**src/rtl/rxwm_pkg.sv**
```systemverilog
package rxwm_pkg;

  typedef enum logic [2:0] {
    REQ_OFF    = 3'd0,
    REQ_NEMPTY = 3'd1,
    REQ_Q1     = 3'd2,
    REQ_Q2     = 3'd3,
    REQ_Q3     = 3'd4,
    REQ_FULL   = 3'd5,
    REQ_RSV6   = 3'd6,
    REQ_RSV7   = 3'd7
  } req_sel_e;

  // Pointer successor with wrap at an arbitrary depth
  function automatic int unsigned ptr_succ(int unsigned p, int unsigned depth);
    return (p == depth - 1) ? 0 : p + 1;
  endfunction

endpackage

```
**src/rtl/rxwm_store.sv**
```systemverilog
module rxwm_store #(
  parameter int DATA_W = 16,
  parameter int DEPTH  = 8,
  parameter int PTR_W  = $clog2(DEPTH),
  parameter int CNT_W  = $clog2(DEPTH + 1)
) (
  input  logic              clk,
  input  logic              rst_n,
  input  logic              wr_req,
  input  logic [DATA_W-1:0] wr_data,
  input  logic              ovwr_mode,
  input  logic              rd_en,
  output logic [DATA_W-1:0] rd_data,
  output logic [CNT_W-1:0]  fill,
  output logic              full,
  output logic              overrun_evt
);
  import rxwm_pkg::*;

  localparam logic [CNT_W-1:0] FULL_CNT = CNT_W'(DEPTH);

  logic [DATA_W-1:0] mem_q [DEPTH];
  logic [PTR_W-1:0]  wr_ptr_q, wr_ptr_d;
  logic [PTR_W-1:0]  rd_ptr_q, rd_ptr_d;
  logic [CNT_W-1:0]  cnt_q, cnt_d;
  logic              do_pop, do_wr, drop_old, rd_adv;

  assign full = (cnt_q == FULL_CNT);

  always_comb begin
    do_pop      = rd_en && (cnt_q != '0);
    do_wr       = wr_req && (!full || do_pop || ovwr_mode);
    drop_old    = do_wr && full && !do_pop;
    overrun_evt = wr_req && full && !do_pop;
    rd_adv      = do_pop || drop_old;
    wr_ptr_d    = wr_ptr_q;
    rd_ptr_d    = rd_ptr_q;
    cnt_d       = cnt_q;
    if (do_wr)
      wr_ptr_d = PTR_W'(ptr_succ(int'(wr_ptr_q), DEPTH));
    if (rd_adv)
      rd_ptr_d = PTR_W'(ptr_succ(int'(rd_ptr_q), DEPTH));
    if (do_wr && !rd_adv)
      cnt_d = cnt_q + 1'b1;
    else if (!do_wr && rd_adv)
      cnt_d = cnt_q - 1'b1;
  end

  always_ff @(posedge clk or negedge rst_n) begin
    if (!rst_n) begin
      wr_ptr_q <= '0;
      rd_ptr_q <= '0;
      cnt_q    <= '0;
    end else begin
      wr_ptr_q <= wr_ptr_d;
      rd_ptr_q <= rd_ptr_d;
      cnt_q    <= cnt_d;
    end
  end

  // Storage array: no reset, written only under its enable
  always_ff @(posedge clk) begin
    if (do_wr)
      mem_q[wr_ptr_q] <= wr_data;
  end

  assign rd_data = mem_q[rd_ptr_q];
  assign fill    = cnt_q;

endmodule

```
**src/rtl/rxwm_level.sv**
```systemverilog
module rxwm_level #(
  parameter int DEPTH = 8,
  parameter int CNT_W = $clog2(DEPTH + 1)
) (
  input  logic             clk,
  input  logic             rst_n,
  input  logic [CNT_W-1:0] fill,
  input  logic [2:0]       req_sel,
  input  logic             urg_en,
  input  logic [1:0]       urg_lvl,
  input  logic [1:0]       reg_wm,
  output logic             rx_req,
  output logic             urg_flag
);
  import rxwm_pkg::*;

  localparam int QTR = DEPTH / 4;

  // at_lvl[0]: not empty; at_lvl[k]: fill >= k quarters
  logic [4:0] at_lvl;
  logic       urg_set, urg_clr, urg_q, urg_d;

  assign at_lvl[0] = (fill != '0);
  for (genvar k = 1; k <= 4; k++) begin : g_qtr
    assign at_lvl[k] = (fill >= CNT_W'(k * QTR));
  end

  always_comb begin
    case (req_sel_e'(req_sel))
      REQ_NEMPTY: rx_req = at_lvl[0];
      REQ_Q1:     rx_req = at_lvl[1];
      REQ_Q2:     rx_req = at_lvl[2];
      REQ_Q3:     rx_req = at_lvl[3];
      REQ_FULL:   rx_req = at_lvl[4];
      default:    rx_req = 1'b0;
    endcase
  end

  always_comb begin
    urg_set = at_lvl[3'(urg_lvl) + 3'd1];
    urg_clr = !at_lvl[3'(reg_wm)];
    urg_d   = urg_en && (urg_set || (urg_q && !urg_clr));
  end

  always_ff @(posedge clk or negedge rst_n) begin
    if (!rst_n) urg_q <= 1'b0;
    else        urg_q <= urg_d;
  end

  assign urg_flag = urg_q;

endmodule

```
**src/rtl/rxwm_wordcnt.sv**
```systemverilog
module rxwm_wordcnt #(
  parameter int WC_W = 16
) (
  input  logic            clk,
  input  logic            rst_n,
  input  logic            master,
  input  logic            wc_en,
  input  logic            load,
  input  logic [WC_W-1:0] load_val,
  input  logic            word_in,
  input  logic            fifo_full,
  output logic            halt,
  output logic [WC_W-1:0] count
);

  logic            active, dec;
  logic [WC_W-1:0] cnt_q, cnt_d;

  always_comb begin
    active = master && wc_en;
    halt   = active && ((cnt_q == '0) || fifo_full);
    dec    = active && word_in && !halt;
    cnt_d  = cnt_q;
    if (load)
      cnt_d = load_val;
    else if (dec)
      cnt_d = cnt_q - 1'b1;
  end

  always_ff @(posedge clk or negedge rst_n) begin
    if (!rst_n) cnt_q <= '0;
    else        cnt_q <= cnt_d;
  end

  assign count = cnt_q;

endmodule

```
**src/rtl/rx_wm_fifo.sv**
```systemverilog
module rx_wm_fifo #(
  parameter int DATA_W = 16,
  parameter int DEPTH  = 8,
  parameter int WC_W   = 16,
  parameter int CNT_W  = $clog2(DEPTH + 1)
) (
  input  logic              clk,
  input  logic              rst_n,
  input  logic              in_valid,
  input  logic [DATA_W-1:0] in_data,
  input  logic              rd_en,
  output logic [DATA_W-1:0] rd_data,
  output logic [CNT_W-1:0]  fill,
  input  logic [2:0]        cfg_req_sel,
  input  logic              cfg_ovwr,
  input  logic              cfg_urg_en,
  input  logic [1:0]        cfg_urg_lvl,
  input  logic [1:0]        cfg_reg_wm,
  input  logic              cfg_master,
  input  logic              wc_en,
  input  logic              wc_load,
  input  logic [WC_W-1:0]   wc_val,
  input  logic              ovr_clr,
  output logic              rx_req,
  output logic              urg_flag,
  output logic              ovr_flag,
  output logic              rx_halt,
  output logic [WC_W-1:0]   wc_count
);

  if (DEPTH % 4 != 0 || DEPTH < 4) begin : g_bad_depth
    $error("DEPTH must be a positive multiple of 4");
  end

  logic accept, full, ovr_evt, ovr_q, ovr_d;

  assign accept = in_valid && !rx_halt;

  rxwm_store #(.DATA_W(DATA_W), .DEPTH(DEPTH), .CNT_W(CNT_W)) u_store (
    .clk         (clk),
    .rst_n       (rst_n),
    .wr_req      (accept),
    .wr_data     (in_data),
    .ovwr_mode   (cfg_ovwr),
    .rd_en       (rd_en),
    .rd_data     (rd_data),
    .fill        (fill),
    .full        (full),
    .overrun_evt (ovr_evt)
  );

  rxwm_level #(.DEPTH(DEPTH), .CNT_W(CNT_W)) u_level (
    .clk      (clk),
    .rst_n    (rst_n),
    .fill     (fill),
    .req_sel  (cfg_req_sel),
    .urg_en   (cfg_urg_en),
    .urg_lvl  (cfg_urg_lvl),
    .reg_wm   (cfg_reg_wm),
    .rx_req   (rx_req),
    .urg_flag (urg_flag)
  );

  rxwm_wordcnt #(.WC_W(WC_W)) u_wc (
    .clk       (clk),
    .rst_n     (rst_n),
    .master    (cfg_master),
    .wc_en     (wc_en),
    .load      (wc_load),
    .load_val  (wc_val),
    .word_in   (in_valid),
    .fifo_full (full),
    .halt      (rx_halt),
    .count     (wc_count)
  );

  // Sticky overrun: a new event beats a simultaneous clear
  always_comb ovr_d = ovr_evt || (ovr_q && !ovr_clr);

  always_ff @(posedge clk or negedge rst_n) begin
    if (!rst_n) ovr_q <= 1'b0;
    else        ovr_q <= ovr_d;
  end

  assign ovr_flag = ovr_q;

endmodule

```
**config.mk**
```make
export PLATFORM = sky130hd
export DESIGN_NAME = rx_wm_fifo
export DESIGN_NICKNAME = d
export VERILOG_FILES = /design/src/rtl/rxwm_pkg.sv /design/src/rtl/rxwm_store.sv /design/src/rtl/rxwm_level.sv /design/src/rtl/rxwm_wordcnt.sv /design/src/rtl/rx_wm_fifo.sv
export SDC_FILE = /design/constraint.sdc
export NUM_CORES = 1
export LEC_CHECK = 0
export BUFFER_PORTS_ARGS = -buffer_cell sky130_fd_sc_hd__buf_4
export CORE_ASPECT_RATIO = 2
export CORE_MARGIN = 10
export CORE_UTILIZATION = 55
export CTS_CLUSTER_DIAMETER = 150
export DETAILED_ROUTE_END_ITERATION = 7
export PLACE_DENSITY = 0.76
export SLEW_MARGIN = 10
export SYNTH_ARGS = -nofsm -noshare
export SYNTH_HDL_FRONTEND = slang
export SYNTH_SLANG_ARGS = --single-unit
```
**constraint.sdc**
```tcl
create_clock -name clk -period 5.2 [get_ports clk]
set_input_delay 0.52 -clock clk [delete_from_list [all_inputs] [get_ports clk]]
set_output_delay 0.52 -clock clk [all_outputs]
set_load 0.005 [all_outputs]
```
=== After elaboration in Yosys (flattened, before gate mapping) ===
Memories as Yosys holds them, arrays and structs flattened.
Cells that the tools add are included.

* Input port bits: 49
* Logic and storage cells: 72
* Memory bits (writable): 128
* Output and inout port bits: 40
* Flip-flop bits (word level): 28
* Memories kept: 1

* Reduce and logical (&&, ||, !) cells: 32
* Multiplexer cells: 13
* Add/subtract/negate cells: 6
* Eq/ne operators: 8
* Magnitude comparators: 6

{| class="wikitable"
|+ Memory list
! memory !! words !! width !! read ports !! clocked after Yosys merged registers in !! write ports !! line !! source
|-
| u_store.mem_q || 8 || 16 || 1 || 0 || 1 || rxwm_store.sv:22 || <nowiki>logic [DATA_W-1:0] mem_q [DEPTH];</nowiki>
|}

{| class="wikitable"
|+ Operators with widths
! operator !! number
|-
| $mux W16 || 2
|-
| $logic_and A1 B1 Y1 || 16
|-
| $logic_not A16 Y1 || 1
|-
| $sub A16 B1 Y16 const B || 1
|-
| $eq A3 B3 Y1 const B || 4
|-
| $ge A4 B3 Y1 const B || 2
|-
| $mux W4 || 2
|-
| $add A3 B1 Y3 const B || 2
|-
| $eq A3 B2 Y1 const B || 2
|-
| $logic_not A1 Y1 || 6
|-
| $logic_or A1 B1 Y1 || 6
|-
| $mux W3 || 2
|-
| $pmux W1 S5 || 1
|-
| $add A4 B1 Y4 const B || 1
|-
| $eq A4 B4 Y1 const B || 1
|-
| $ge A4 B2 Y1 const B || 1
|-
| $ge A4 B4 Y1 const B || 1
|-
| $lt A2 B4 Y1 const B || 1
|-
| $lt A3 B4 Y1 const B || 1
|-
| $mux W1 || 4
|-
| $reduce_bool A2 Y1 || 2
|-
| $reduce_bool A4 Y1 || 1
|-
| $sub A4 B1 Y4 const B || 1
|-
| $add A2 B1 Y3 const B || 1
|-
| other kinds (3) || 3
|}

=== Depth between registers and ports, before layout ===
Gate-level depths: netlist of run 1.

* Depth after elaboration: 12
* Mapped depth: 15

=== Modules after synthesis ===
A second synthesis of run 1 with hierarchy kept.

* Cell total of the unflattened synthesis: 390
* Area, all modules: 6,834.1 sq um

{| class="wikitable"
|+ Modules (own cells, without submodules)
! module !! instances !! area each (sq um) !! cells an instance !! seq. area each (sq um)
|-
| rxwm_store || 1 || 5,580.4 || 248 || 4,093.9
|-
| rxwm_wordcnt || 1 || 1,043.5 || 116 || 400.4
|-
| rxwm_level || 1 || 167.7 || 22 || 25.0
|-
| rx_wm_fifo || 1 || 42.5 || 4 || 25.0
|}

=== Worst setup path before layout of run 1 ===
Ideal clock, no wire load.

* Path type: register to register
* Start: reg u_wc.cnt_q[0], in the netlist u_wc.count[0]
* End: mem u_store.mem_q[0][0] (enable)
* Data arrival time: 2.997 ns
* Stages on the path, launching flop included: 9
* Data required time: 4.764 ns
* Path slack: 1.766 ns
* Library setup time: 0.436 ns
* Path through: dfrtp_1 inv_1 ha_1 or4b_1 or4_1 buf_6 a21oi_4 buf_6 nor4b_1

* Cells in the longest elaborated chain, start to end: 8

{| class="wikitable"
|+ Ends and longest elaborated chain
! what !! line !! source
|-
| start, declared || rxwm_wordcnt.sv:17 || <nowiki>logic [WC_W-1:0] cnt_q, cnt_d;</nowiki>
|-
| start signal, assigned || rxwm_wordcnt.sv:32 || <nowiki>else cnt_q <= cnt_d;</nowiki>
|-
| $logic_not A16 Y1 || rxwm_wordcnt.sv:21 || <nowiki>halt = active && ((cnt_q == '0) || fifo_full);</nowiki>
|-
| $logic_or A1 B1 Y1 || rxwm_wordcnt.sv:21 ||
|-
| $logic_and A1 B1 Y1 || rxwm_wordcnt.sv:21 ||
|-
| $logic_not A1 Y1 || rx_wm_fifo.sv:37 || <nowiki>assign accept = in_valid && !rx_halt;</nowiki>
|-
| $logic_and A1 B1 Y1 || rx_wm_fifo.sv:37 ||
|-
| $logic_and A1 B1 Y1 || rxwm_store.sv:32 || <nowiki>do_wr = wr_req && (!full || do_pop || ovwr_mode);</nowiki>
|-
| $mux W1 || rxwm_store.sv:63 || <nowiki>if (do_wr)</nowiki>
|-
| $mux W1 (not written as such) || rxwm_store.sv:64 || <nowiki>mem_q[wr_ptr_q] <= wr_data;</nowiki>
|-
| end, declared || rxwm_store.sv:22 ||
|}

Every way passes these cells.

=== Worst setup path after layout of run 1 ===
* Start: reg u_wc.cnt_q[0], in the netlist u_wc.count[0]
* End: reg u_store.cnt_q[3], in the netlist u_store.fill[3]

* Cells in the longest elaborated chain, start to end: 12
* Elaborated cells between the ends (all ways): 15

{| class="wikitable"
|+ Ends and longest elaborated chain
! what !! line !! source
|-
| $logic_not A16 Y1 * || rxwm_wordcnt.sv:21 ||
|-
| $logic_or A1 B1 Y1 * || rxwm_wordcnt.sv:21 ||
|-
| $logic_and A1 B1 Y1 * || rxwm_wordcnt.sv:21 ||
|-
| $logic_not A1 Y1 * || rx_wm_fifo.sv:37 ||
|-
| $logic_and A1 B1 Y1 * || rx_wm_fifo.sv:37 ||
|-
| $logic_and A1 B1 Y1 * || rxwm_store.sv:32 ||
|-
| net u_store.do_wr || rxwm_store.sv:26 || <nowiki>logic do_pop, do_wr, drop_old, rd_adv;</nowiki>
|-
| $logic_and A1 B1 Y1 (2 in a row) || rxwm_store.sv:33 || <nowiki>drop_old = do_wr && full && !do_pop;</nowiki>
|-
| $logic_or A1 B1 Y1 || rxwm_store.sv:35 || <nowiki>rd_adv = do_pop || drop_old;</nowiki>
|-
| $logic_not A1 Y1 || rxwm_store.sv:43 || <nowiki>if (do_wr && !rd_adv)</nowiki>
|-
| $logic_and A1 B1 Y1 || rxwm_store.sv:43 ||
|-
| $mux W4 / $reduce_bool A2 Y1 (equally long branches) || n/a ||
|-
| end signal, assigned || rxwm_store.sv:57 || <nowiki>cnt_q <= cnt_d;</nowiki>
|-
| end, declared || rxwm_store.sv:25 || <nowiki>logic [CNT_W-1:0] cnt_q, cnt_d;</nowiki>
|}

Mark *: on every way through the listed nets, which the timed path passes. The rest lies on a longest branch.
A chain may end at the register's enable or synchronous reset.

==> flow_summary.html, run 1 <==
<table>
<tr><th>Metric</th><th>Value</th></tr>
<tr><th colspan="2">Worst hold path</th></tr>
<tr><td>Worst min path class</td><td>in2async</td></tr>
<tr><th colspan="2">Synth</th></tr>
<tr><td>Commonest register cell after synthesis</td><td>edfxtp_1</td></tr>
<tr><td>EDFF count, synth</td><td>128</td></tr>
<tr><td>Number of different library cells in the post-synthesis netlist</td><td>54</td></tr>
<tr><td>Post-synthesis async set-or-reset flop share</td><td>17.9%</td></tr>
<tr><td>Share of the synthesized area in the top cell type</td><td>56.0%</td></tr>
<tr><td>Count of warnings emitted by yosys</td><td>0</td></tr>
<tr><td>Synth Net Count</td><td>482</td></tr>
<tr><td>Number of instances in the synthesized netlist</td><td>422</td></tr>
<tr><td>Synth Cell Area</td><td>0.00686 mm²</td></tr>
<tr><td>Number of synthesized register bits</td><td>156</td></tr>
<tr><td>Avg Cell Area, Syn</td><td>16.3 µm²</td></tr>
<tr><td>Cell types occupying the most area after synthesis</td><td>edfxtp_1 56%, mux4_2 11%, dfrtp_1 10%, mux2_2 3.3%, ha_1 1.8%</td></tr>
<tr><td>Sequential element share of the synthesized area</td><td>66.2%</td></tr>
<tr><td>Largest area contributor in the netlist</td><td>edfxtp_1</td></tr>
<tr><th colspan="2">Drt</th></tr>
<tr><td>DR iter-0 viols</td><td>151</td></tr>
<tr><td>Vias after detailed routing</td><td>4,154</td></tr>
<tr><td>Post-detailed-route wirelength per cell</td><td>22.7 µm</td></tr>
<tr><td>DRC</td><td>0</td></tr>
<tr><td>Post-detailed-route count of antenna-violating nets</td><td>0</td></tr>
<tr><td>Total Wirelength</td><td>15.3 mm</td></tr>
<tr><td>Via-to-Cell Ratio</td><td>6.16</td></tr>
<tr><td>Length of the first detailed-routing pass in iterations</td><td>5</td></tr>
<tr><th colspan="2">Layout</th></tr>
<tr><td>Most common cell after layout, fill and taps aside</td><td>edfxtp_1</td></tr>
<tr><td>Post-layout instance count excluding filler cells</td><td>674</td></tr>
<tr><td>Antenna fix cells</td><td>0</td></tr>
<tr><td>Layout-stage area growth over the synthesis result</td><td>21.2%</td></tr>
<tr><td>Total of fill cells in the finished design</td><td>798</td></tr>
<tr><td>Final Instance Area</td><td>0.00832 mm²</td></tr>
<tr><td>Area of combinational cells with multiple inputs</td><td>0.00223 mm²</td></tr>
<tr><td>Most used cells in the layout excluding fill and tap cells</td><td>128 x edfxtp_1, 96 x buf_4, 32 x mux4_2</td></tr>
<tr><td>Area taken by flip-flops and latches</td><td>0.00455 mm²</td></tr>
<tr><td>Final-stage net count</td><td>574</td></tr>
<tr><td>Layout cell share with drive strength beyond 1</td><td>38.0%</td></tr>
<tr><th colspan="2">Worst setup path</th></tr>
<tr><td>Reg-to-reg slack, setup</td><td>1.13 ns</td></tr>
<tr><td>Required arrival time at the worst endpoint</td><td>5.54 ns</td></tr>
<tr><td>Slowest cell on the critical path</td><td>or4_1</td></tr>
<tr><td>Max Fanout on Critical Path</td><td>12</td></tr>
<tr><td>Data arrival, critical path</td><td>4.41 ns</td></tr>
<tr><td>Crit path capture type</td><td>flop</td></tr>
<tr><td>Worst r2r dst</td><td>u_store.fill[3]</td></tr>
<tr><td>Timing endpoint of the critical path</td><td>u_store.fill[3]</td></tr>
<tr><td>Class of the most critical setup path</td><td>reg2reg</td></tr>
<tr><td>Library cell appearing most often on the critical path</td><td>ha_1</td></tr>
<tr><td>Number of cells traversed by the worst register-to-register path</td><td>13</td></tr>
<tr><td>Worst r2r src</td><td>u_wc.count[0]</td></tr>
<tr><td>Worst path max stage delay</td><td>0.62 ns</td></tr>
<tr><td>Beginning of the critical path</td><td>u_wc.count[0]</td></tr>
<tr><td>Crit path launch type</td><td>flop</td></tr>
<tr><td>Worst path cell trace</td><td>inv_1 &gt; ha_1 &gt; or4b_1 &gt; or4_1 &gt; a21oi_4 &gt; nor2_1 &gt; ha_1 &gt; inv_1 &gt; ha_1 &gt; a21o_1 &gt; a21oi_1 &gt; mux2i_1 &gt; xnor2_1</td></tr>
<tr><th colspan="2">Timing</th></tr>
<tr><td>Final Hold Viols</td><td>0</td></tr>
<tr><td>Share of the clock period used by the worst path</td><td>78.2%</td></tr>
<tr><td>RSZ-0062 raised after global routing</td><td>no</td></tr>
<tr><td>Smallest setup slack after layout</td><td>1.13 ns</td></tr>
<tr><td>Setup Total Neg Slack</td><td>0 ns</td></tr>
<tr><td>Slew Limit Fails</td><td>0</td></tr>
<tr><td>Post-Route Skew</td><td>0.00861 ns</td></tr>
<tr><td>Max Freq</td><td>0.246 GHz</td></tr>
<tr><td>Setup Viol. Count Final</td><td>0</td></tr>
<tr><td>Max transition margin</td><td>30.1%</td></tr>
<tr><td>Final min period</td><td>4.07 ns</td></tr>
<tr><td>Slew at the pin closest to its max-slew limit</td><td>1.05 ns</td></tr>
<tr><th colspan="2">Clock network</th></tr>
<tr><td>CTS clock-pin slew for the worst setup and hold paths</td><td>0.06 ns</td></tr>
<tr><td>CTS sink count</td><td>156</td></tr>
<tr><td>Post-cts sizing count</td><td>0</td></tr>
<tr><td>TritonCTS clock tree</td><td>built</td></tr>
<tr><td>Clock root cell</td><td>clkbuf_16</td></tr>
<tr><td>Setup repair bufs after CTS</td><td>0</td></tr>
<tr><td>Quantity of hold-fixing buffers added after cts</td><td>0</td></tr>
<tr><td>Clock latency reported for the late side of the worst-skew pair</td><td>0.41 ns</td></tr>
<tr><td>Deepest level of the CTS H-tree</td><td>4</td></tr>
<tr><td>Number of clock buffers inserted by TritonCTS</td><td>17</td></tr>
<tr><td>Maximum buffer depth of the clock tree</td><td>2</td></tr>
<tr><th colspan="2">Floorplan</th></tr>
<tr><td>Die Height</td><td>178 µm</td></tr>
<tr><td>Die outline area</td><td>0.0176 mm²</td></tr>
<tr><td>Area inside the core boundary</td><td>0.0122 mm²</td></tr>
<tr><td>Die span in x</td><td>99.0 µm</td></tr>
<tr><td>I/O pin total</td><td>89</td></tr>
<tr><td>Cell row count</td><td>57</td></tr>
<tr><td>Starting density of the core</td><td>56.3%</td></tr>
<tr><th colspan="2">GRT</th></tr>
<tr><td>Antenna violations before repair</td><td>0</td></tr>
<tr><td>Vias in the first global route</td><td>4,417</td></tr>
<tr><td>Pin count of the biggest net entering global routing</td><td>34</td></tr>
<tr><td>GRT Util Overall</td><td>17.7%</td></tr>
<tr><td>Global-route wire length before repair</td><td>24.3 mm</td></tr>
<tr><td>Total congestion overflow</td><td>0</td></tr>
<tr><th colspan="2">Pwr</th></tr>
<tr><td>Relative contribution of combinational cells to total power</td><td>29.7%</td></tr>
<tr><td>Worst IR Drop VDD</td><td>0.334 mV</td></tr>
<tr><td>Portion of total power attributed to sequential cells</td><td>41.2%</td></tr>
<tr><td>Cell area power density</td><td>491 mW/mm²</td></tr>
<tr><td>Leakage</td><td>2.96 nW</td></tr>
<tr><td>Clk network pwr share</td><td>29.1%</td></tr>
<tr><td>NetSw</td><td>1.20 mW</td></tr>
<tr><td>Sw frac</td><td>29.4%</td></tr>
<tr><td>Internal power summed over all cells</td><td>2.88 mW</td></tr>
<tr><th colspan="2">Flow run</th></tr>
<tr><td>Number of maximum-capacitance constraint violations</td><td>0</td></tr>
<tr><th colspan="2">Place</th></tr>
<tr><td>Cells after DPL</td><td>642</td></tr>
<tr><td>Number of buffers inserted by port buffering</td><td>88</td></tr>
<tr><td>Detail Placement HPWL</td><td>10.4 mm</td></tr>
<tr><td>Routability Congestion</td><td>0.941</td></tr>
<tr><td>Placement Setup Slack</td><td>1.20 ns</td></tr>
<tr><td>Placed Instance Area</td><td>0.00773 mm²</td></tr>
<tr><th colspan="2">Status</th></tr>
<tr><td>Outcome</td><td>finished, final reports clean</td></tr>
</table>
==> final cells by class <==
cell class                      count  area share, %
Tap cell                          147           2.21
Multi-Input combinational cell    228           26.8
Clock buffer                       17           5.12
Timing Repair Buffer               96           8.67
Clock inverter                     15           1.87
Sequential cell                   156           54.7
Inverter                           15          0.677
==> stage by stage <==
stage | hold WS [ns] | utilization (%) | power [mW]
floorplan | 0.224 | - | 2.43
global placement | 0.467 | 63.4 | 2.90
detailed placement | 0.468 | 63.4 | 2.95
CTS | 0.0257 | 68.2 | 4.14
global route | 0.0369 | 68.2 | 4.30
finish | 0.0263 | 68.2 | 4.08
==> kinds of logic after synthesis <==
family	after synthesis	synth area share (%)
adders and majority gates	11	2.11
and+or+nand+nor	103	8.62
AOI/OAI and AO/OA	58	6.18
buffers and inverters	38	2.55
xor gates and xnor gates	3	0.383
DFF	156	66.2
muxes	53	13.9
==> synth_stat cells, drive strengths merged, types with 3 or more instances <==
cell type / count
edfxtp: 128
mux4: 32
dfrtp: 28
nor2: 24
mux2: 20
inv: 15
nand2: 15
clkbuf: 12
a21oi: 11
buf: 11
ha: 10
or4: 10
a31oi: 9
o21ai: 9
nand3: 8
nor3: 8
o311ai: 7
or4b: 6
nor4: 5
o31ai: 5
nor2b: 4
nor4b: 4
o41ai: 4
or3: 4
nand4: 3
nor3b: 3
xnor2: 3
==> sequential cells by signal, indices dropped and copies added (netlist names) <==
name              flops
u_level.urg_flag      1
u_store.rd_ptr_q      3
u_store.wr_ptr_q      3
u_store.mem_q       128
ovr_flag              1
u_wc.count           16
u_store.fill          4
==> power by group through the flow <==
stage               Sequential, mW  Clock [mW]  Combinational [mW]
floorplan                     1.62           0               0.809
global placement              1.69           0                1.21
detailed placement            1.71           0                1.24
CTS                           1.68        1.21                1.25
global route                  1.70        1.27                1.33
finish                        1.68        1.19                1.21
==> worst max-delay path, delay by kind of cell, from the launching register on <==
| kind | cells | cell delay (ns) |
|---|---|---|
| flops | 1 | 0.41 |
| buf+inv | 2 | 0.28 |
| simple gates | 3 | 1.20 |
| fa+ha+maj | 3 | 0.72 |
| mux | 1 | 0.25 |
| compound gates | 3 | 0.99 |
| xor+xnor | 1 | 0.13 |
==> routing by layer <==
| metal | track usage, % | up-vias | share of wire [%] |
|---|---|---|---|
| li1 | - | 1899 | - |
| met1 | 18.8 | 2072 | 36 |
| met2 | 31.7 | 159 | 55 |
| met3 | 4.69 | 24 | 6.0 |
| met4 | 7.56 | 0 | 2.4 |
| met5 | 0 | - | 0 |
==> worst min path at each step <==
stage / to / slack, ns / cells past startpoint
after CTS: u_store.fill[0] / 0.03 / 1
final: u_store.fill[1] / 0.03 / 1
after global routing: u_level.urg_flag / 0.04 / 1
after global placement: u_store.fill[1] / 0.47 / 1
after floorplan: ovr_flag / 0.22 / 0
after detailed placement: u_store.fill[0] / 0.47 / 1
(Power assumes the default switching activity.)
==> run 2: changes to the inputs <==
==> constraint.sdc (replaced) <==
create_clock -name clk -period 3.9 [get_ports clk]
set_input_delay 0.39 -clock clk [delete_from_list [all_inputs] [get_ports clk]]
set_output_delay 0.39 -clock clk [all_outputs]
set_load 0.005 [all_outputs]
==> flow_summary.html, run 2 (synthesis results as in run 1) <==
<table>
<tr><th>Metric</th><th>Value</th></tr>
<tr><th colspan="2">Drt</th></tr>
<tr><td>DR iter-0 viols</td><td>216</td></tr>
<tr><td>Vias after detailed routing</td><td>4,225</td></tr>
<tr><td>DRC</td><td>0</td></tr>
<tr><td>Length of the first detailed-routing pass in iterations</td><td>6</td></tr>
<tr><td>Total Wirelength</td><td>15.4 mm</td></tr>
<tr><td>Post-detailed-route count of antenna-violating nets</td><td>0</td></tr>
<tr><td>Post-detailed-route wirelength per cell</td><td>22.8 µm</td></tr>
<tr><td>Via-to-Cell Ratio</td><td>6.23</td></tr>
<tr><th colspan="2">Clock network</th></tr>
<tr><td>Setup repair bufs after CTS</td><td>0</td></tr>
<tr><td>Maximum buffer depth of the clock tree</td><td>2</td></tr>
<tr><td>Number of clock buffers inserted by TritonCTS</td><td>17</td></tr>
<tr><td>TritonCTS clock tree</td><td>built</td></tr>
<tr><td>CTS sink count</td><td>156</td></tr>
<tr><td>Clock latency reported for the late side of the worst-skew pair</td><td>0.42 ns</td></tr>
<tr><td>CTS clock-pin slew for the worst setup and hold paths</td><td>0.07 ns</td></tr>
<tr><td>Deepest level of the CTS H-tree</td><td>4</td></tr>
<tr><td>Clock root cell</td><td>clkbuf_16</td></tr>
<tr><th colspan="2">Pwr</th></tr>
<tr><td>Relative contribution of combinational cells to total power</td><td>28.9%</td></tr>
<tr><td>Total Power Consumption</td><td>5.42 mW</td></tr>
<tr><td>Worst IR Drop VDD</td><td>0.522 mV</td></tr>
<tr><td>Portion of total power attributed to sequential cells</td><td>42.3%</td></tr>
<tr><td>Clk network pwr share</td><td>28.8%</td></tr>
<tr><td>Cell area power density</td><td>650 mW/mm²</td></tr>
<tr><td>NetSw</td><td>1.62 mW</td></tr>
<tr><td>Leakage</td><td>2.97 nW</td></tr>
<tr><td>Internal power summed over all cells</td><td>3.80 mW</td></tr>
<tr><td>Sw frac</td><td>30.0%</td></tr>
<tr><th colspan="2">Worst setup path</th></tr>
<tr><td>Number of cells traversed by the worst register-to-register path</td><td>13</td></tr>
<tr><td>Data arrival, critical path</td><td>3.77 ns</td></tr>
<tr><td>Max Fanout on Critical Path</td><td>4</td></tr>
<tr><td>Crit path capture type</td><td>flop</td></tr>
<tr><td>Class of the most critical setup path</td><td>reg2reg</td></tr>
<tr><td>Required arrival time at the worst endpoint</td><td>4.24 ns</td></tr>
<tr><td>Crit path launch type</td><td>flop</td></tr>
<tr><th colspan="2">Layout</th></tr>
<tr><td>Largest register FFs</td><td>128</td></tr>
<tr><td>Final-stage net count</td><td>578</td></tr>
<tr><td>Post-layout instance count excluding filler cells</td><td>678</td></tr>
<tr><td>Area taken by flip-flops and latches</td><td>0.00455 mm²</td></tr>
<tr><td>Layout-stage area growth over the synthesis result</td><td>21.6%</td></tr>
<tr><td>Most common cell after layout, fill and taps aside</td><td>edfxtp_1</td></tr>
<tr><td>Area of combinational cells with multiple inputs</td><td>0.00223 mm²</td></tr>
<tr><td>Register with the highest flop count</td><td>u_store.mem_q</td></tr>
<tr><td>Layout cell share with drive strength beyond 1</td><td>38.0%</td></tr>
<tr><td>Total of fill cells in the finished design</td><td>855</td></tr>
<tr><td>Most used cells in the layout excluding fill and tap cells</td><td>128 x edfxtp_1, 99 x buf_4, 32 x mux4_2</td></tr>
<tr><td>Antenna fix cells</td><td>0</td></tr>
<tr><th colspan="2">Floorplan</th></tr>
<tr><td>I/O pin total</td><td>89</td></tr>
<tr><td>Starting density of the core</td><td>56.3%</td></tr>
<tr><td>Die outline area</td><td>0.0176 mm²</td></tr>
<tr><td>Die span in x</td><td>99.0 µm</td></tr>
<tr><td>Cell row count</td><td>57</td></tr>
<tr><td>Die Height</td><td>178 µm</td></tr>
<tr><td>Area inside the core boundary</td><td>0.0122 mm²</td></tr>
<tr><th colspan="2">Place</th></tr>
<tr><td>Routability Congestion</td><td>0.925</td></tr>
<tr><td>Cells after DPL</td><td>645</td></tr>
<tr><td>Number of buffers inserted by port buffering</td><td>88</td></tr>
<tr><td>Detail Placement HPWL</td><td>10.5 mm</td></tr>
<tr><th colspan="2">Timing</th></tr>
<tr><td>Final min period</td><td>3.43 ns</td></tr>
<tr><td>Slew Limit Fails</td><td>0</td></tr>
<tr><td>Share of the clock period used by the worst path</td><td>87.9%</td></tr>
<tr><td>Max transition margin</td><td>26.8%</td></tr>
<tr><td>Setup Total Neg Slack</td><td>0 ns</td></tr>
<tr><td>Post-Route Skew</td><td>0.00914 ns</td></tr>
<tr><td>Final Hold Viols</td><td>0</td></tr>
<tr><td>Slew at the pin closest to its max-slew limit</td><td>1.10 ns</td></tr>
<tr><td>Max Freq</td><td>0.292 GHz</td></tr>
<tr><td>RSZ-0062 raised after global routing</td><td>no</td></tr>
<tr><td>Setup Viol. Count Final</td><td>0</td></tr>
<tr><th colspan="2">Status</th></tr>
<tr><td>Outcome</td><td>finished, final reports clean</td></tr>
<tr><th colspan="2">GRT</th></tr>
<tr><td>Total congestion overflow</td><td>0</td></tr>
<tr><td>GRT Util Overall</td><td>18.3%</td></tr>
<tr><td>Vias in the first global route</td><td>4,622</td></tr>
<tr><td>Global-route wire length before repair</td><td>24.9 mm</td></tr>
<tr><td>Antenna violations before repair</td><td>0</td></tr>
<tr><td>Pin count of the biggest net entering global routing</td><td>30</td></tr>
<tr><th colspan="2">Worst hold path</th></tr>
<tr><td>Worst min path class</td><td>in2reg</td></tr>
<tr><td>Hold Path Cell Cnt</td><td>2</td></tr>
<tr><th colspan="2">Flow run</th></tr>
<tr><td>Number of maximum-capacitance constraint violations</td><td>0</td></tr>
</table>
==> run 2: cell count changes in the layout (fill, tap and decap cells not counted), sizes merged <==
cell,previous run,this run
inv,22,23
bufinv,1,0
dlygate4sd3,0,1
buf,96,99
==> run 2: stage by stage <==
stage | utilization (%) | worst slack [ns] | hold slack [ns] | instance area [µm²]
CTS | 68.4 | 0.492 | 0.136 | 8350
global route | 68.4 | 0.251 | 0.154 | 8350
global placement | 63.6 | 0.569 | 0.339 | 7760
floorplan | - | 0.466 | 0.0944 | 6860
finish | 68.4 | 0.474 | 0.150 | 8350
detailed placement | 63.6 | 0.512 | 0.345 | 7760
==> run 2: power by group through the flow <==
| stage | clock, mW | sequential [mW] | combinational (mW) |
|---|---|---|---|
| finish | 1.56 | 2.29 | 1.57 |
| global route | 1.66 | 2.34 | 1.73 |
| CTS | 1.59 | 2.31 | 1.60 |
| detailed placement | 0 | 2.33 | 1.59 |
| global placement | 0 | 2.31 | 1.57 |
| floorplan | 0 | 2.17 | 1.08 |
==> run 2: path summary, 6_finish.rpt <==
check / from / end / slack (ns)
setup reg to reg: u_wc.count[0] / u_store.fill[3] / 0.47
setup / recovery: u_wc.count[0] / u_store.fill[3] / 0.47
min in group asynchronous: rst_n / u_store.fill[3] / 0.44
hold / removal: ovr_clr / ovr_flag / 0.15
max in group asynchronous: rst_n / u_store.rd_ptr_q[0] / 3.14
hold reg to reg: ovr_flag / ovr_flag / 0.54
==> run 2: layout make-up <==
class | count | share of cell area (%)
Inverter | 15 | 0.675
Sequential cell | 156 | 54.5
Multi-Input combinational cell | 228 | 26.7
Clock inverter | 15 | 1.83
Tap cell | 147 | 2.20
Clock buffer | 17 | 5.10
Timing Repair Buffer | 100 | 9.03
==> run 2: critical path: stages (launching register included) <==
cell     delay (ns)
dfrtp_1        0.41
inv_1          0.13
ha_1           0.23
or4b_1         0.48
or4_1          0.54
a21oi_4        0.20
nor2_1         0.06
ha_1           0.19
inv_1          0.13
ha_1           0.25
a21o_1         0.17
a21oi_1        0.18
mux2i_1        0.24
xnor2_1        0.14
==> run 2: repair_timing <==
| action | CTS | global route |
|---|---|---|
| endpoints found under the hold margin | 28 | 0 |
| resized for setup | 0 | 0 |
| hold buffers | 1 | 0 |
==> run 2: metal layers <==
layer / vias to the layer above / GRT usage (%) / wire length [µm]
li1: 1906 / - / -
met4: 0 / 9.66 / 709
met3: 57 / 5.35 / 965
met2: 191 / 32.6 / 8430
met1: 2071 / 18.6 / 5330
met5: - / 0 / 0
==> run 3: changes to the inputs <==
--- a/config.mk
+++ b/config.mk
@@ -5,10 +5,10 @@
 export SDC_FILE = /design/constraint.sdc
 export NUM_CORES = 1
 export LEC_CHECK = 0
-export BUFFER_PORTS_ARGS = -buffer_cell sky130_fd_sc_hd__buf_4
+export BUFFER_PORTS_ARGS = -buffer_cell sky130_fd_sc_hd__buf_2
 export CORE_ASPECT_RATIO = 2
-export CORE_MARGIN = 10
-export CORE_UTILIZATION = 55
+export CORE_MARGIN = 1.5
+export CORE_UTILIZATION = 52
 export CTS_CLUSTER_DIAMETER = 150
 export DETAILED_ROUTE_END_ITERATION = 7
 export PLACE_DENSITY = 0.76
==> constraint.sdc (replaced) <==
create_clock -name clk -period 2.8 [get_ports clk]
set_input_delay 0.28 -clock clk [delete_from_list [all_inputs] [get_ports clk]]
set_output_delay 0.28 -clock clk [all_outputs]
set_load 0.005 [all_outputs]
==> flow_summary.html, run 3 (synthesis results as in run 1) <==
<table>
<tr><th>Metric</th><th>Value</th></tr>
<tr><th colspan="2">GRT</th></tr>
<tr><td>Pin count of the biggest net entering global routing</td><td>29</td></tr>
<tr><td>Antenna violations before repair</td><td>1</td></tr>
<tr><td>Global-route wire length before repair</td><td>23.3 mm</td></tr>
<tr><td>Total congestion overflow</td><td>0</td></tr>
<tr><td>Vias in the first global route</td><td>4,571</td></tr>
<tr><td>GRT Util Overall</td><td>22.5%</td></tr>
<tr><th colspan="2">Layout</th></tr>
<tr><td>Most common cell after layout, fill and taps aside</td><td>edfxtp_1</td></tr>
<tr><td>Post-layout instance count excluding filler cells</td><td>722</td></tr>
<tr><td>Utilization after layout</td><td>66.3%</td></tr>
<tr><td>Layout-stage area growth over the synthesis result</td><td>24.9%</td></tr>
<tr><td>Layout cell share with drive strength beyond 1</td><td>44.3%</td></tr>
<tr><td>Most used cells in the layout excluding fill and tap cells</td><td>128 x edfxtp_1, 88 x buf_2, 44 x buf_4</td></tr>
<tr><td>Area taken by flip-flops and latches</td><td>0.00455 mm²</td></tr>
<tr><td>Total of fill cells in the finished design</td><td>887</td></tr>
<tr><td>Final Instance Area</td><td>0.00857 mm²</td></tr>
<tr><td>Largest register FFs</td><td>128</td></tr>
<tr><td>Register with the highest flop count</td><td>u_store.mem_q</td></tr>
<tr><td>Final-stage net count</td><td>616</td></tr>
<tr><td>Area of combinational cells with multiple inputs</td><td>0.00229 mm²</td></tr>
<tr><th colspan="2">Worst setup path</th></tr>
<tr><td>Buf+Inv Stages, Crit Path</td><td>3</td></tr>
<tr><td>Max Fanout on Critical Path</td><td>3</td></tr>
<tr><td>Worst path max stage delay</td><td>0.59 ns</td></tr>
<tr><td>Required arrival time at the worst endpoint</td><td>3.10 ns</td></tr>
<tr><td>Data arrival, critical path</td><td>3.33 ns</td></tr>
<tr><td>Crit path capture type</td><td>flop</td></tr>
<tr><td>Stages on the worst setup path</td><td>10</td></tr>
<tr><td>Worst path cell trace</td><td>or4_4 &gt; or4_4 &gt; a21oi_4 &gt; nor2_2 &gt; ha_2 &gt; inv_2 &gt; buf_4 &gt; buf_4 &gt; fa_1 &gt; mux2_2</td></tr>
<tr><td>Dominant delay contributor by cell family on the critical path</td><td>simple AND/OR/NAND/NOR gates</td></tr>
<tr><td>Crit path launch type</td><td>flop</td></tr>
<tr><td>Number of cells traversed by the worst register-to-register path</td><td>10</td></tr>
<tr><td>Class of the most critical setup path</td><td>reg2reg</td></tr>
<tr><td>Slowest cell on the critical path</td><td>or4_4</td></tr>
<tr><th colspan="2">Floorplan</th></tr>
<tr><td>Die outline area</td><td>0.0139 mm²</td></tr>
<tr><td>Cell row count</td><td>59</td></tr>
<tr><td>Die Height</td><td>165 µm</td></tr>
<tr><td>Starting density of the core</td><td>53.1%</td></tr>
<tr><td>Die span in x</td><td>84.2 µm</td></tr>
<tr><td>I/O pin total</td><td>89</td></tr>
<tr><td>Area inside the core boundary</td><td>0.0129 mm²</td></tr>
<tr><th colspan="2">Timing</th></tr>
<tr><td>Post-Route Skew</td><td>0.0123 ns</td></tr>
<tr><td>Share of the clock period used by the worst path</td><td>108%</td></tr>
<tr><td>Slew at the pin closest to its max-slew limit</td><td>1.06 ns</td></tr>
<tr><td>Max transition margin</td><td>29.4%</td></tr>
<tr><td>Slew Limit Fails</td><td>0</td></tr>
<tr><td>RSZ-0062 raised after global routing</td><td>yes</td></tr>
<tr><td>Setup Viol. Count Final</td><td>2</td></tr>
<tr><td>Hold slack</td><td>0.0372 ns</td></tr>
<tr><td>Final min period</td><td>3.03 ns</td></tr>
<tr><td>Smallest setup slack after layout</td><td>-0.226 ns</td></tr>
<tr><td>Setup Total Neg Slack</td><td>-0.419 ns</td></tr>
<tr><td>Final Hold Viols</td><td>0</td></tr>
<tr><td>Max Freq</td><td>0.331 GHz</td></tr>
<tr><th colspan="2">Status</th></tr>
<tr><td>Outcome</td><td>complete, but fails checks</td></tr>
<tr><td>Violated checks</td><td>setup timing</td></tr>
<tr><th colspan="2">Clock network</th></tr>
<tr><td>CTS sink count</td><td>156</td></tr>
<tr><td>TritonCTS clock tree</td><td>built</td></tr>
<tr><td>Number of clock buffers inserted by TritonCTS</td><td>17</td></tr>
<tr><td>Clock root cell</td><td>clkbuf_16</td></tr>
<tr><td>CTS clock-pin slew for the worst setup and hold paths</td><td>0.06 ns</td></tr>
<tr><td>Clock latency reported for the late side of the worst-skew pair</td><td>0.42 ns</td></tr>
<tr><td>Maximum buffer depth of the clock tree</td><td>2</td></tr>
<tr><td>Deepest level of the CTS H-tree</td><td>4</td></tr>
<tr><th colspan="2">Place</th></tr>
<tr><td>Detail Placement HPWL</td><td>9.91 mm</td></tr>
<tr><td>Routability Congestion</td><td>0.910</td></tr>
<tr><td>Placed Instance Area</td><td>0.00788 mm²</td></tr>
<tr><td>Cells after DPL</td><td>683</td></tr>
<tr><td>Number of buffers inserted by port buffering</td><td>88</td></tr>
<tr><th colspan="2">Pwr</th></tr>
<tr><td>Cell area power density</td><td>913 mW/mm²</td></tr>
<tr><td>Worst IR Drop VDD</td><td>0.850 mV</td></tr>
<tr><td>Leakage</td><td>3.13 nW</td></tr>
<tr><th colspan="2">Flow run</th></tr>
<tr><td>Number of maximum-capacitance constraint violations</td><td>0</td></tr>
<tr><th colspan="2">Drt</th></tr>
<tr><td>Post-detailed-route wirelength per cell</td><td>21.0 µm</td></tr>
<tr><td>Post-detailed-route count of antenna-violating nets</td><td>0</td></tr>
<tr><td>DR iter-0 viols</td><td>310</td></tr>
<tr><td>DRC</td><td>0</td></tr>
<tr><td>Total Wirelength</td><td>15.2 mm</td></tr>
<tr><td>Via-to-Cell Ratio</td><td>6.07</td></tr>
<tr><td>Vias after detailed routing</td><td>4,380</td></tr>
<tr><td>Length of the first detailed-routing pass in iterations</td><td>5</td></tr>
<tr><th colspan="2">Worst hold path</th></tr>
<tr><td>Hold Path Cell Cnt</td><td>2</td></tr>
<tr><td>Worst min path class</td><td>in2reg</td></tr>
</table>
==> run 3: metrics by stage <==
step,power (mW),worst slack [ns]
finish,7.82,-0.226
global route,8.18,-0.302
CTS,7.86,-0.198
detailed placement,5.51,-0.348
global placement,5.40,-0.227
floorplan,4.54,-0.463
==> run 3: repair_timing <==
action	CTS	global route
endpoints found under the hold margin	28	0
setup endpoints to repair	3	3
buffers inserted	4	1
cloned	0	0
pin swaps	7	0
hold buffers	1	0
gates resized for setup	4	3
==> run 3: path summary, 6_finish.rpt <==
kind	from	to	slack, ns
min	ovr_clr	ovr_flag	0.04
min reg2reg	ovr_flag	ovr_flag	0.55
max reg2reg	u_wc.count[10]	u_store.fill[1]	-0.23
min in group asynchronous	rst_n	u_store.fill[2]	0.43
max in group asynchronous	rst_n	u_store.rd_ptr_q[0]	1.90
max	u_wc.count[10]	u_store.fill[1]	-0.23
==> run 3: power breakdown <==
group | switching (mW) | total [mW] | internal (mW) | leakage, nW
Clock | 0.967 | 2.31 | 1.35 | 0.288
Sequential | 0.217 | 3.05 | 2.83 | 1.49
Combinational | 1.12 | 2.46 | 1.34 | 1.35
==> run 3: area by class of cell <==
cell class                 count  share of cell area [%]
tap                          152                    2.22
clock buffer                  18                    5.01
clock inverter                14                    1.99
inverter                      15                   0.657
sequential                   156                    53.0
antenna                        1                  0.0292
timing repair buffer         138                    10.3
multi-input combinational    228                    26.8
==> run 3: per-layer routing <==
metal / wire length, µm / global-route usage (%) / vias to the layer above
met3: 656 / 5.02 / 34
met2: 8830 / 42.7 / 164
li1: - / - / 1987
met4: 403 / 10.3 / 0
met1: 5290 / 23.3 / 2195
met5: 0 / 0 / -
